[src/rtl/rxErrPkg.sv]
package rxErrPkg;

  localparam int FLAG_N = 3;
  localparam int NZ_IDX = 0;
  localparam int FE_IDX = 1;
  localparam int PE_IDX = 2;

  typedef struct packed {
    logic capture;
    logic arm;
    logic clear;
  } rxErrStb_t;

  function automatic logic vote3(input logic [2:0] s);
    return (s[0] & s[1]) | (s[0] & s[2]) | (s[1] & s[2]);
  endfunction

  function automatic logic split3(input logic [2:0] s);
    return (s != 3'b000) && (s != 3'b111);
  endfunction

endpackage

[src/rtl/rxErrControl.sv]
module rxErrControl
  import rxErrPkg::*;
(
  input  logic              clk,
  input  logic              rstN,
  input  logic              stopMode,
  input  logic              dbgBreak,
  input  logic              charDone,
  input  logic              stsRead,
  input  logic              dataRead,
  input  logic              ctlWe,
  input  logic [3:0]        ctlWdata,
  output rxErrStb_t         stb,
  output logic [FLAG_N-1:0] irqEn,
  output logic              bce
);

  logic accessOk;

  // software accesses may touch status unless frozen or protected by break
  assign accessOk    = !stopMode && (!dbgBreak || bce);
  assign stb.capture = !stopMode && charDone;
  assign stb.arm     = accessOk && stsRead;
  assign stb.clear   = accessOk && dataRead;

  always_ff @(posedge clk or negedge rstN) begin
    if (!rstN) begin
      irqEn <= '0;
      bce   <= 1'b0;
    end else if (!stopMode && ctlWe) begin
      irqEn <= ctlWdata[FLAG_N-1:0];
      bce   <= ctlWdata[3];
    end
  end

endmodule

[src/rtl/rxErrDatapath.sv]
module rxErrDatapath
  import rxErrPkg::*;
#(
  parameter int DATA_W = 8
) (
  input  logic                clk,
  input  logic                rstN,
  input  rxErrStb_t           stb,
  input  logic [2:0]          startSamp,
  input  logic [3*DATA_W-1:0] dataSamp,
  input  logic [2:0]          parSamp,
  input  logic [2:0]          stopSamp,
  input  logic                parEn,
  input  logic                parOdd,
  input  logic [FLAG_N-1:0]   irqEn,
  output logic [FLAG_N-1:0]   flags,
  output logic [DATA_W-1:0]   rxData,
  output logic                errIrq
);

  logic [DATA_W-1:0] dataVote;
  logic [DATA_W-1:0] dataSplit;
  logic              parVote;
  logic              expPar;
  logic [FLAG_N-1:0] evt;
  logic [FLAG_N-1:0] armQ;
  logic [FLAG_N-1:0] clrMask;
  logic [FLAG_N-1:0] setMask;

  genvar gi;
  generate
    for (gi = 0; gi < DATA_W; gi++) begin : g_bit
      assign dataVote[gi]  = vote3(dataSamp[3*gi +: 3]);
      assign dataSplit[gi] = split3(dataSamp[3*gi +: 3]);
    end
  endgenerate

  assign parVote = vote3(parSamp);
  assign expPar  = (^dataVote) ^ parOdd;

  assign evt[NZ_IDX] = split3(startSamp) || (|dataSplit) || split3(stopSamp) ||
                       (parEn && split3(parSamp));
  assign evt[FE_IDX] = !vote3(stopSamp);
  assign evt[PE_IDX] = parEn && (parVote != expPar);

  assign clrMask = stb.clear   ? armQ : '0;
  assign setMask = stb.capture ? evt  : '0;

  always_ff @(posedge clk or negedge rstN) begin
    if (!rstN) begin
      flags  <= '0;
      armQ   <= '0;
      rxData <= '0;
    end else begin
      // a new event wins over a clear in the same cycle
      flags <= (flags & ~clrMask) | setMask;
      if (stb.arm)        armQ <= flags;
      else if (stb.clear) armQ <= '0;
      if (stb.capture)    rxData <= dataVote;
    end
  end

  assign errIrq = |(flags & irqEn);

endmodule

[src/rtl/rxErrStatus.sv]
module rxErrStatus
  import rxErrPkg::*;
#(
  parameter int DATA_W = 8
) (
  input  logic                clk,
  input  logic                rstN,
  input  logic                stopMode,
  input  logic                dbgBreak,
  input  logic                charDone,
  input  logic [2:0]          startSamp,
  input  logic [3*DATA_W-1:0] dataSamp,
  input  logic [2:0]          parSamp,
  input  logic [2:0]          stopSamp,
  input  logic                parEn,
  input  logic                parOdd,
  input  logic                stsRead,
  input  logic                dataRead,
  input  logic                ctlWe,
  input  logic [3:0]          ctlWdata,
  output logic                noiseFlag,
  output logic                frameFlag,
  output logic                parFlag,
  output logic [DATA_W-1:0]   rxData,
  output logic                errIrq
);

  rxErrStb_t         stb;
  logic [FLAG_N-1:0] ctlIrqEn;
  logic              ctlBce;
  logic [FLAG_N-1:0] flagVec;

  rxErrControl u_ctl (
    .clk(clk), .rstN(rstN), .stopMode(stopMode), .dbgBreak(dbgBreak),
    .charDone(charDone), .stsRead(stsRead), .dataRead(dataRead),
    .ctlWe(ctlWe), .ctlWdata(ctlWdata), .stb(stb), .irqEn(ctlIrqEn), .bce(ctlBce)
  );

  rxErrDatapath #(.DATA_W(DATA_W)) u_dp (
    .clk(clk), .rstN(rstN), .stb(stb), .startSamp(startSamp), .dataSamp(dataSamp),
    .parSamp(parSamp), .stopSamp(stopSamp), .parEn(parEn), .parOdd(parOdd),
    .irqEn(ctlIrqEn), .flags(flagVec), .rxData(rxData), .errIrq(errIrq)
  );

  assign noiseFlag = flagVec[NZ_IDX];
  assign frameFlag = flagVec[FE_IDX];
  assign parFlag   = flagVec[PE_IDX];

endmodule

[config.mk]
export PLATFORM = sky130hd
export DESIGN_NAME = rxErrStatus
export DESIGN_NICKNAME = d
export VERILOG_FILES = /design/src/rtl/rxErrPkg.sv /design/src/rtl/rxErrControl.sv /design/src/rtl/rxErrDatapath.sv /design/src/rtl/rxErrStatus.sv
export SDC_FILE = /design/constraint.sdc
export NUM_CORES = 1
export LEC_CHECK = 0
export BUFFER_PORTS_ARGS = -buffer_cell sky130_fd_sc_hd__buf_2
export CAP_MARGIN = 20
export CORE_UTILIZATION = 40
export CTS_BUF_LIST = sky130_fd_sc_hd__clkbuf_8
export DETAILED_ROUTE_END_ITERATION = 16
export GPL_TIMING_DRIVEN = 0
export PLACE_DENSITY = 0.78
export REMOVE_ABC_BUFFERS = 1
export SKIP_LAST_GASP = 1
export SLEW_MARGIN = 10
export SYNTH_ARGS = -nofsm -noshare
export SYNTH_HDL_FRONTEND = slang
export SYNTH_SLANG_ARGS = --single-unit
[constraint.sdc]
create_clock -name clk -period 1.3 [get_ports clk]
set_input_delay 0.13 -clock clk [delete_from_list [all_inputs] [get_ports clk]]
set_output_delay 0.13 -clock clk [all_outputs]
set_load 0.02 [all_outputs]
==> results.json, run 1 <==
{
  "area_growth_syn_to_layout_pct": 40.19,
  "die_h_um": 53.60,
  "total_power_mw": 1.823,
  "ys_ff_latch": 18,
  "hold_viol": 0,
  "maxCapViolations": 0,
  "drive_above_1_share": 0.5123,
  "diodes": 0,
  "ant_nets": 0,
  "start_util": 0.4259,
  "wl_per_cell_um": 13.42,
  "cp_data_arrival_time_ps": 1560,
  "clockBufferDepth": 2,
  "slew_violations": 0,
  "final_nets": 210,
  "preCtsSetupSlack_ps": -382.0,
  "antenna_found_initial": 0,
  "clk_pin_slew_ps": 70,
  "routed_wirelength_um": 2576,
  "gp_congestion": 0.7493,
  "cpPeakStageDelay_ps": 360,
  "ys_seq_area_frac": 0.4230,
  "gr-total-overflow": 0,
  "syn-cell-area_sq_mm": 0.001065,
  "crit_path_end_kind": "flip-flop",
  "num_vias": 1024,
  "period_minus_slack_ps": 1412,
  "design_area_sq_mm": 0.001493,
  "clock_sinks": 18,
  "cts_tree": "built",
  "cts_buffers": 3,
  "skew_ps": 0.4889,
  "hpwl_um": 2034,
  "fmax_ghz": 0.7084,
  "worst_pin_slew_ps": 528.8,
  "fp-row-count": 18,
  "reg2regPathDepth": 5,
  "vias_per_cell": 5.333,
  "rsz0062_at_grt": "yes",
  "placed_area_sq_mm": 0.001389,
  "crit_fanout": 3,
  "n_fill_cell": 201,
  "mostFrequentLayoutCells": "buf_2, dfrtp_1, mux2_2",
  "core_sq_mm": 0.002500,
  "drc": 0,
  "finish.utilization": 0.5971,
  "setup_ws_ps": -111.7,
  "track_usage": 0.2067,
  "final_common_cell": "buf_2",
  "crit_slowest_cell": "xnor3_1",
  "ir_worst_vdd_v": 0.0008539,
  "grt_max_degree": 19,
  "synthCells": 99,
  "first_iter_violations": 11,
  "holdWs_ps": 77.87,
  "yosys.area.top_type": "dfrtp_1",
  "syn_area_per_cell_sq_um": 10.76,
  "crit_path_start_kind": "input port",
  "min_path_cells": 3,
  "htreeDepth": 1,
  "status": "finished, violations left",
  "power.leakage_nw": 0.7167,
  "grt_pass1_vias": 985,
  "die_x_um": 53.60,
  "die-area_sq_mm": 0.002872,
  "path_cells": "buf_2 -> maj3_2 -> xor2_1 -> xnor3_1 -> xnor2_1 -> a32o_2",
  "root_buffer": "clkbuf_8",
  "hp-class": "in2reg",
  "portBuffers": 58,
  "powerDensity_mw_per_mm2": 1221,
  "setup_violations": 2,
  "ys_warn_count": 0,
  "firstDrtPassIters": 4,
  "place_inst": 186,
  "required_ps": 1450,
  "slew_headroom": 0.6459,
  "stdcell_count": 192,
  "synth_cell_types": 27,
  "insertion_delay_ps": 250,
  "critical_path_class": "in2reg",
  "synth_top_area_frac": 0.4230,
  "grt_first_pass_wirelength_um": 4174,
  "violations": "negative setup slack",
  "period_share": 1.086,
  "synth_area_leaders": "dfrtp_1, mux2_2, maj3_1, and3_1, nor3_1",
  "boundaryPins": 59,
  "setup-tns-final_ps": -213.7
}
## where the power goes
part	internal [mW]	switching [mW]	total [mW]
logic	0.308	0.305	0.613
registers	0.674	0.0772	0.751
clock network	0.269	0.190	0.459
## worst max-delay path: cells and delay by family
kind / cells / cell delay [ps]
compound gates: 1 / 260
xor+xnor: 3 / 730
fa+ha+maj: 1 / 330
buf+inv: 1 / 120
## path summary, 6_finish.rpt
check | start | to | slack [ps]
setup / recovery | dataSamp[2] | u_dp.flags[2] | -110
hold reg to reg | u_dp.rxData[4] | u_dp.rxData[4] | 500
setup reg to reg | u_ctl.bce | u_dp.armQ[1] | 110
hold / removal | ctlWdata[3] | u_ctl.bce | 80
max in group asynchronous | rstN | u_dp.rxData[1] | 690
min in group asynchronous | rstN | u_ctl.bce | 330
## routing by layer
layer  routed length [um]  track usage
met1                 1020       0.2272
met2                 1429       0.3958
met3                   75     0.008475
met4                   51       0.1096
met5                    0            0
## cells in the mapped netlist
cell type  number
xnor3_1         1
nor3_1         10
xor2_1          4
nand3_1         1
and2_1          2
o22ai_1         5
o21ai_0         2
nor4_1          1
inv_1           2
a31oi_1         1
buf_1           1
maj3_1          6
a21oi_1         1
nor2_1          1
nand2_1         6
a222oi_1        1
a32o_2          1
nor2b_1         2
a32o_1          1
a22o_1          4
and3_1          9
xnor2_1         3
maj3_2          3
mux2_2         11
and3_2          1
or3_1           1
dfrtp_1        18
## final cells by class
type                    count  area [sq um]  area share
inverters                   2         7.507    0.005029
multi-input cells          78         609.3      0.4082
clock buffers               4         55.05     0.03688
repair buffers             60         332.8      0.2230
flip-flops and latches     18         450.4      0.3018
well taps                  30         37.54     0.02515
## kinds of logic (layout without fill, tap and decap cells)
kind of cell | after synthesis | count (layout) | synth area share
fa+ha+maj | 9 | 9 | 0.08813
mux | 11 | 11 | 0.1163
flops | 18 | 18 | 0.4230
buf+inv | 3 | 66 | 0.01058
simple gates | 34 | 34 | 0.1716
xor+xnor | 8 | 8 | 0.07873
compound gates | 16 | 16 | 0.1116
## registers in the layout, summed over array words and instances, names as in the netlist
register	count
u_dp.rxData	8
u_ctl.irqEn	3
u_dp.armQ	3
u_dp.flags	3
u_ctl.bce	1
## what timing repair did
action,in CTS,in global routing
setup buffers,1,0
pin swaps,8,7
resized for setup,2,7
hold buffers,1,0
hold endpoints to repair,18,0
endpoints found under the setup margin,2,10
cloned,0,0
No activity file was read; power rests on OpenSTA's default activity.
==> run 2: changes to the inputs <==
CORE_MARGIN = 10   (was not set)
clock period = 1.79 ns   (was 1.3 ns; I/O delays follow)
==> results.json, run 2 (synthesis results as in run 1) <==
{
  "wl_per_cell_um": 15.85,
  "total_power_mw": 1.253,
  "skew_ps": 2.420,
  "post_cts_resized": 0,
  "die-area_sq_mm": 0.005126,
  "num_vias": 1009,
  "fmax_ghz": 0.6866,
  "ant_nets": 0,
  "period_share": 0.8137,
  "worst_pin_slew_ps": 964.6,
  "gr-total-overflow": 0,
  "diodes": 0,
  "design_area_sq_mm": 0.001440,
  "place_inst": 186,
  "root_buffer": "clkbuf_8",
  "slew_violations": 0,
  "cp_data_arrival_time_ps": 1600,
  "cpPeakStageDelay_ps": 390,
  "grt_max_degree": 19,
  "status": "finished, final reports clean",
  "period_minus_slack_ps": 1457,
  "cts_buffers": 3,
  "crit_path_start_kind": "input port",
  "cts_tree": "built",
  "start_util": 0.4259,
  "htreeDepth": 1,
  "hpwl_um": 2563,
  "rsz0062_at_grt": "no",
  "path_buf_inv": 1,
  "grt_first_pass_wirelength_um": 4685,
  "hold_viol": 0,
  "clock_sinks": 18,
  "largest_reg_flops": 8,
  "core_sq_mm": 0.002500,
  "vias_per_cell": 5.311,
  "final_nets": 209,
  "finish.utilization": 0.5761,
  "power.leakage_nw": 0.6924,
  "postCtsSetupRepairBufs": 0,
  "placed_area_sq_mm": 0.001389,
  "mostFrequentLayoutCells": "buf_2, dfrtp_1, mux2_2",
  "stdcell_count": 190,
  "ctsHoldBuffers": 1,
  "die_x_um": 71.60,
  "critical_path_class": "in2reg",
  "die_h_um": 71.60,
  "firstDrtPassIters": 4,
  "antenna_found_initial": 0,
  "clockBufferDepth": 2,
  "slew_headroom": 0.3556,
  "powerDensity_mw_per_mm2": 870.3,
  "crit_family": "XOR/XNOR gates",
  "fp-row-count": 18,
  "crit_path_end_kind": "flip-flop",
  "path_cells": "buf_2 -> maj3_1 -> xor2_1 -> xnor3_1 -> xnor2_1 -> a32o_2",
  "boundaryPins": 59,
  "top_register": "u_dp.rxData",
  "setup-tns-final_ps": 0,
  "portBuffers": 58,
  "hp-class": "in2reg",
  "grt_pass1_vias": 1093,
  "setup_violations": 0,
  "insertion_delay_ps": 250,
  "track_usage": 0.1115,
  "drive_above_1_share": 0.4813,
  "routed_wirelength_um": 3011,
  "gp_congestion": 0.7589,
  "final_common_cell": "buf_2",
  "ir_worst_vdd_v": 0.0006347,
  "first_iter_violations": 21,
  "drc": 0,
  "crit_slowest_cell": "maj3_1",
  "crit_fanout": 3,
  "required_ps": 1930,
  "maxCapViolations": 0,
  "clk_pin_slew_ps": 70,
  "area_growth_syn_to_layout_pct": 35.25
}
[run 2: cell count changes in the layout (fill, tap and decap cells not counted), sizes merged]
| cell | change |
|---|---|
| buf | -1 |
| clkbuf | -1 |
[run 2: path summary, 6_finish.rpt]
path	from	to	slack (ps)	cells after the start
min reg2reg	u_dp.rxData[4]	u_dp.rxData[4]	510	1
max reg2reg	u_ctl.bce	u_dp.armQ[2]	670	5
min	ctlWdata[3]	u_ctl.bce	140	3
max in group asynchronous	rstN	u_ctl.irqEn[0]	1120	2
max	dataSamp[8]	u_dp.flags[2]	330	6
min in group asynchronous	rstN	u_dp.flags[0]	390	2
[run 2: report_power, final]
part	total [mW]	leakage (nW)	internal [mW]	switching, mW
clock network	0.274	0.0216	0.149	0.125
logic	0.435	0.460	0.213	0.222
registers	0.545	0.211	0.489	0.0555
[run 2: layer usage]
metal / vias to the layer above / global-route usage / share of wire
met5: - / 0 / 0
met4: 0 / 0.06882 / 0.016
li1: 496 / - / -
met1: 480 / 0.1095 / 0.37
met3: 6 / 0.02204 / 0.037
met2: 27 / 0.2078 / 0.58
[run 2: worst reg2reg max path: cells and delay by family (launching register included)]
| kind | cells | cell delay [ps] |
|---|---|---|
| AO/OA/AOI/OAI | 2 | 330 |
| AND/OR/NAND/NOR | 2 | 310 |
| flip-flops | 1 | 320 |
| buffers and inverters | 1 | 40 |
[run 2: area by class of cell]
cell class,instances,area (sq um)
Multi-Input combinational cell,78,603.1
Fill cell,213,1060
Clock buffer,3,41.29
Tap cell,30,37.54
Sequential cell,18,450.4
Inverter,2,7.507
Timing Repair Buffer,59,300.3
[run 2: metrics by stage]
step,hold slack [ps],setup slack (ps)
2_1_floorplan,-116.6,243.9
3_3_place_gp,119.7,75.50
3_5_place_dp,133.8,58.08
4_1_cts,139.8,325.4
5_1_grt,162.8,236.9
6_report,141.1,333.4
==> run 3: changes to the inputs <==
ABC_AREA = 1   (was not set)
PLACE_DENSITY = 0.75   (was 0.78)
clock period = 1.35 ns   (was 1.79 ns; I/O delays follow)
==> results.json, run 3 <==
{
  "postCtsSetupRepairBufs": 0,
  "clk_pin_slew_ps": 70,
  "slew_headroom": 0.6700,
  "cpPeakStageDelay_ps": 400,
  "setup_violations": 0,
  "track_usage": 0.09825,
  "grt_pass1_vias": 1211,
  "status": "finished, final reports clean",
  "ys_warn_count": 0,
  "hold_viol": 0,
  "final_nets": 320,
  "wl_per_cell_um": 9.889,
  "fp-row-count": 20,
  "diodes": 0,
  "top_layer_used": "met4",
  "first_iter_violations": 61,
  "hp-class": "in2reg",
  "synth_area_leaders": "dfrtp_1, nand2_1, inv_1, o21ai_0, nand3_1",
  "skew_ps": 0.7087,
  "synthTopCellsByCount": "nand2_1, inv_1, o21ai_0",
  "met2_length_um": 1498,
  "area_growth_syn_to_layout_pct": 31.40,
  "r2r-start": "u_ctl.bce",
  "crit_fanout": 4,
  "core_sq_mm": 0.003078,
  "required_ps": 1220,
  "insertion_delay_ps": 250,
  "final_common_cell": "nand2_1",
  "syn_area_per_cell_sq_um": 6.167,
  "firstDrtPassIters": 4,
  "vias_per_cell": 4.411,
  "fmax_ghz": 0.9213,
  "die_h_um": 76.90,
  "num_vias": 1394,
  "powerDensity_mw_per_mm2": 1018,
  "grt_first_pass_wirelength_um": 5002,
  "synth_cell_types": 21,
  "grt_max_degree": 19,
  "boundaryPins": 59,
  "ir_worst_vdd_v": 0.0003440,
  "antenna_found_initial": 0,
  "critical_path.startpoint": "u_dp.flags[1]",
  "setup-tns-final_ps": 0,
  "slew_violations": 0,
  "ant_nets": 0,
  "root_buffer": "clkbuf_8",
  "period_minus_slack_ps": 1085,
  "crit_path_start_kind": "flip-flop",
  "start_util": 0.4207,
  "crit_slowest_cell": "dfrtp_1",
  "die-area_sq_mm": 0.005914,
  "wl_met1_um": 1460,
  "synthCells": 210,
  "gp_congestion": 0.7266,
  "cts_tree": "built",
  "maxCapViolations": 0,
  "crit_path_end_kind": "output pin",
  "path_cells": "nand2_1 -> nand3_1 -> buf_2",
  "drc": 0,
  "synth_most_common_cell": "nand2_1",
  "total_power_mw": 1.733,
  "worst_pin_slew_ps": 493.7,
  "clockBufferDepth": 2,
  "crit_family": "flip-flops",
  "async_reset_ff_frac": 1.000,
  "cts_buffers": 3,
  "hp-start": "ctlWdata[2]",
  "gr-total-overflow": 0,
  "portBuffers": 58,
  "ys.flop_type": "dfrtp_1",
  "yosys.area.top_type": "dfrtp_1",
  "clock_sinks": 18,
  "power.leakage_nw": 1.022,
  "top_register": "u_dp.rxData",
  "syn-cell-area_sq_mm": 0.001295,
  "ys_seq_area_frac": 0.3478,
  "htreeDepth": 1,
  "mostFrequentLayoutCells": "nand2_1, buf_2, inv_1",
  "cp_data_arrival_time_ps": 950,
  "period_share": 0.8040,
  "synth_top_area_frac": 0.3478,
  "wl_met3_um": 132,
  "ys_ff_latch": 18,
  "hpwl_um": 2784,
  "routed_wirelength_um": 3125,
  "rsz0062_at_grt": "no",
  "path_buf_inv": 1,
  "synth_edf_count": 0,
  "die_x_um": 76.90,
  "drive_above_1_share": 0.2904,
  "critical_path_class": "reg2out",
  "largest_reg_flops": 8
}
-- run 3: cell families (layout without fill, tap and decap cells) --
kind of cell	count (synthesis)	in the layout	share of synthesized area
buffers and inverters	35	97	0.1014
muxes	3	3	0.02609
and+or+nand+nor	123	123	0.3903
AOI/OAI and AO/OA	31	31	0.1343
DFF	18	18	0.3478
-- run 3: routing by layer --
layer,up-vias,GRT usage
met1,573,0.1182
met4,0,0.04461
li1,790,-
met3,2,0.01865
met5,-,0
met2,29,0.1644
-- run 3: area by class of cell --
cell class / instances / area [sq um]
fillers: 346 / 1376
inverters: 34 / 127.6
flip-flops and latches: 18 / 450.4
repair buffers: 59 / 300.3
clock buffers: 4 / 55.05
multi-input cells: 157 / 713.2
well taps: 44 / 55.05
-- run 3: repair_timing --
item	4_1_cts	5_1_grt
hold buffers	1	0
endpoints found under the hold margin	18	0
gates resized for setup	0	0
-- run 3: where the power goes --
group	leakage, nW	switching (mW)	internal [mW]
registers	0.216	0.0533	0.641
logic	0.777	0.375	0.234
clock network	0.0288	0.171	0.259
-- run 3: final timing paths --
check | endpoint | slack [ps] | cells past startpoint
max in group asynchronous | u_dp.rxData[0] | 750 | 2
max | errIrq | 260 | 3
min in group asynchronous | u_ctl.bce | 330 | 2
min reg2reg | u_dp.rxData[4] | 480 | 2
max reg2reg | u_dp.flags[0] | 390 | 5
min | u_ctl.irqEn[2] | 120 | 2
-- run 3: metrics by stage --
stage	worst slack [ps]	instances	util	hold slack [ps]	cell area [sq um]
global route	196.4	316	0.5528	117.3	1702
detailed placement	149.1	311	0.5317	79.85	1637
CTS	258.2	316	0.5528	110.2	1702
floorplan	421.0	209	-	-160.6	1291
finish	264.5	316	0.5528	116.9	1702
global placement	169.1	311	0.5317	79.34	1637
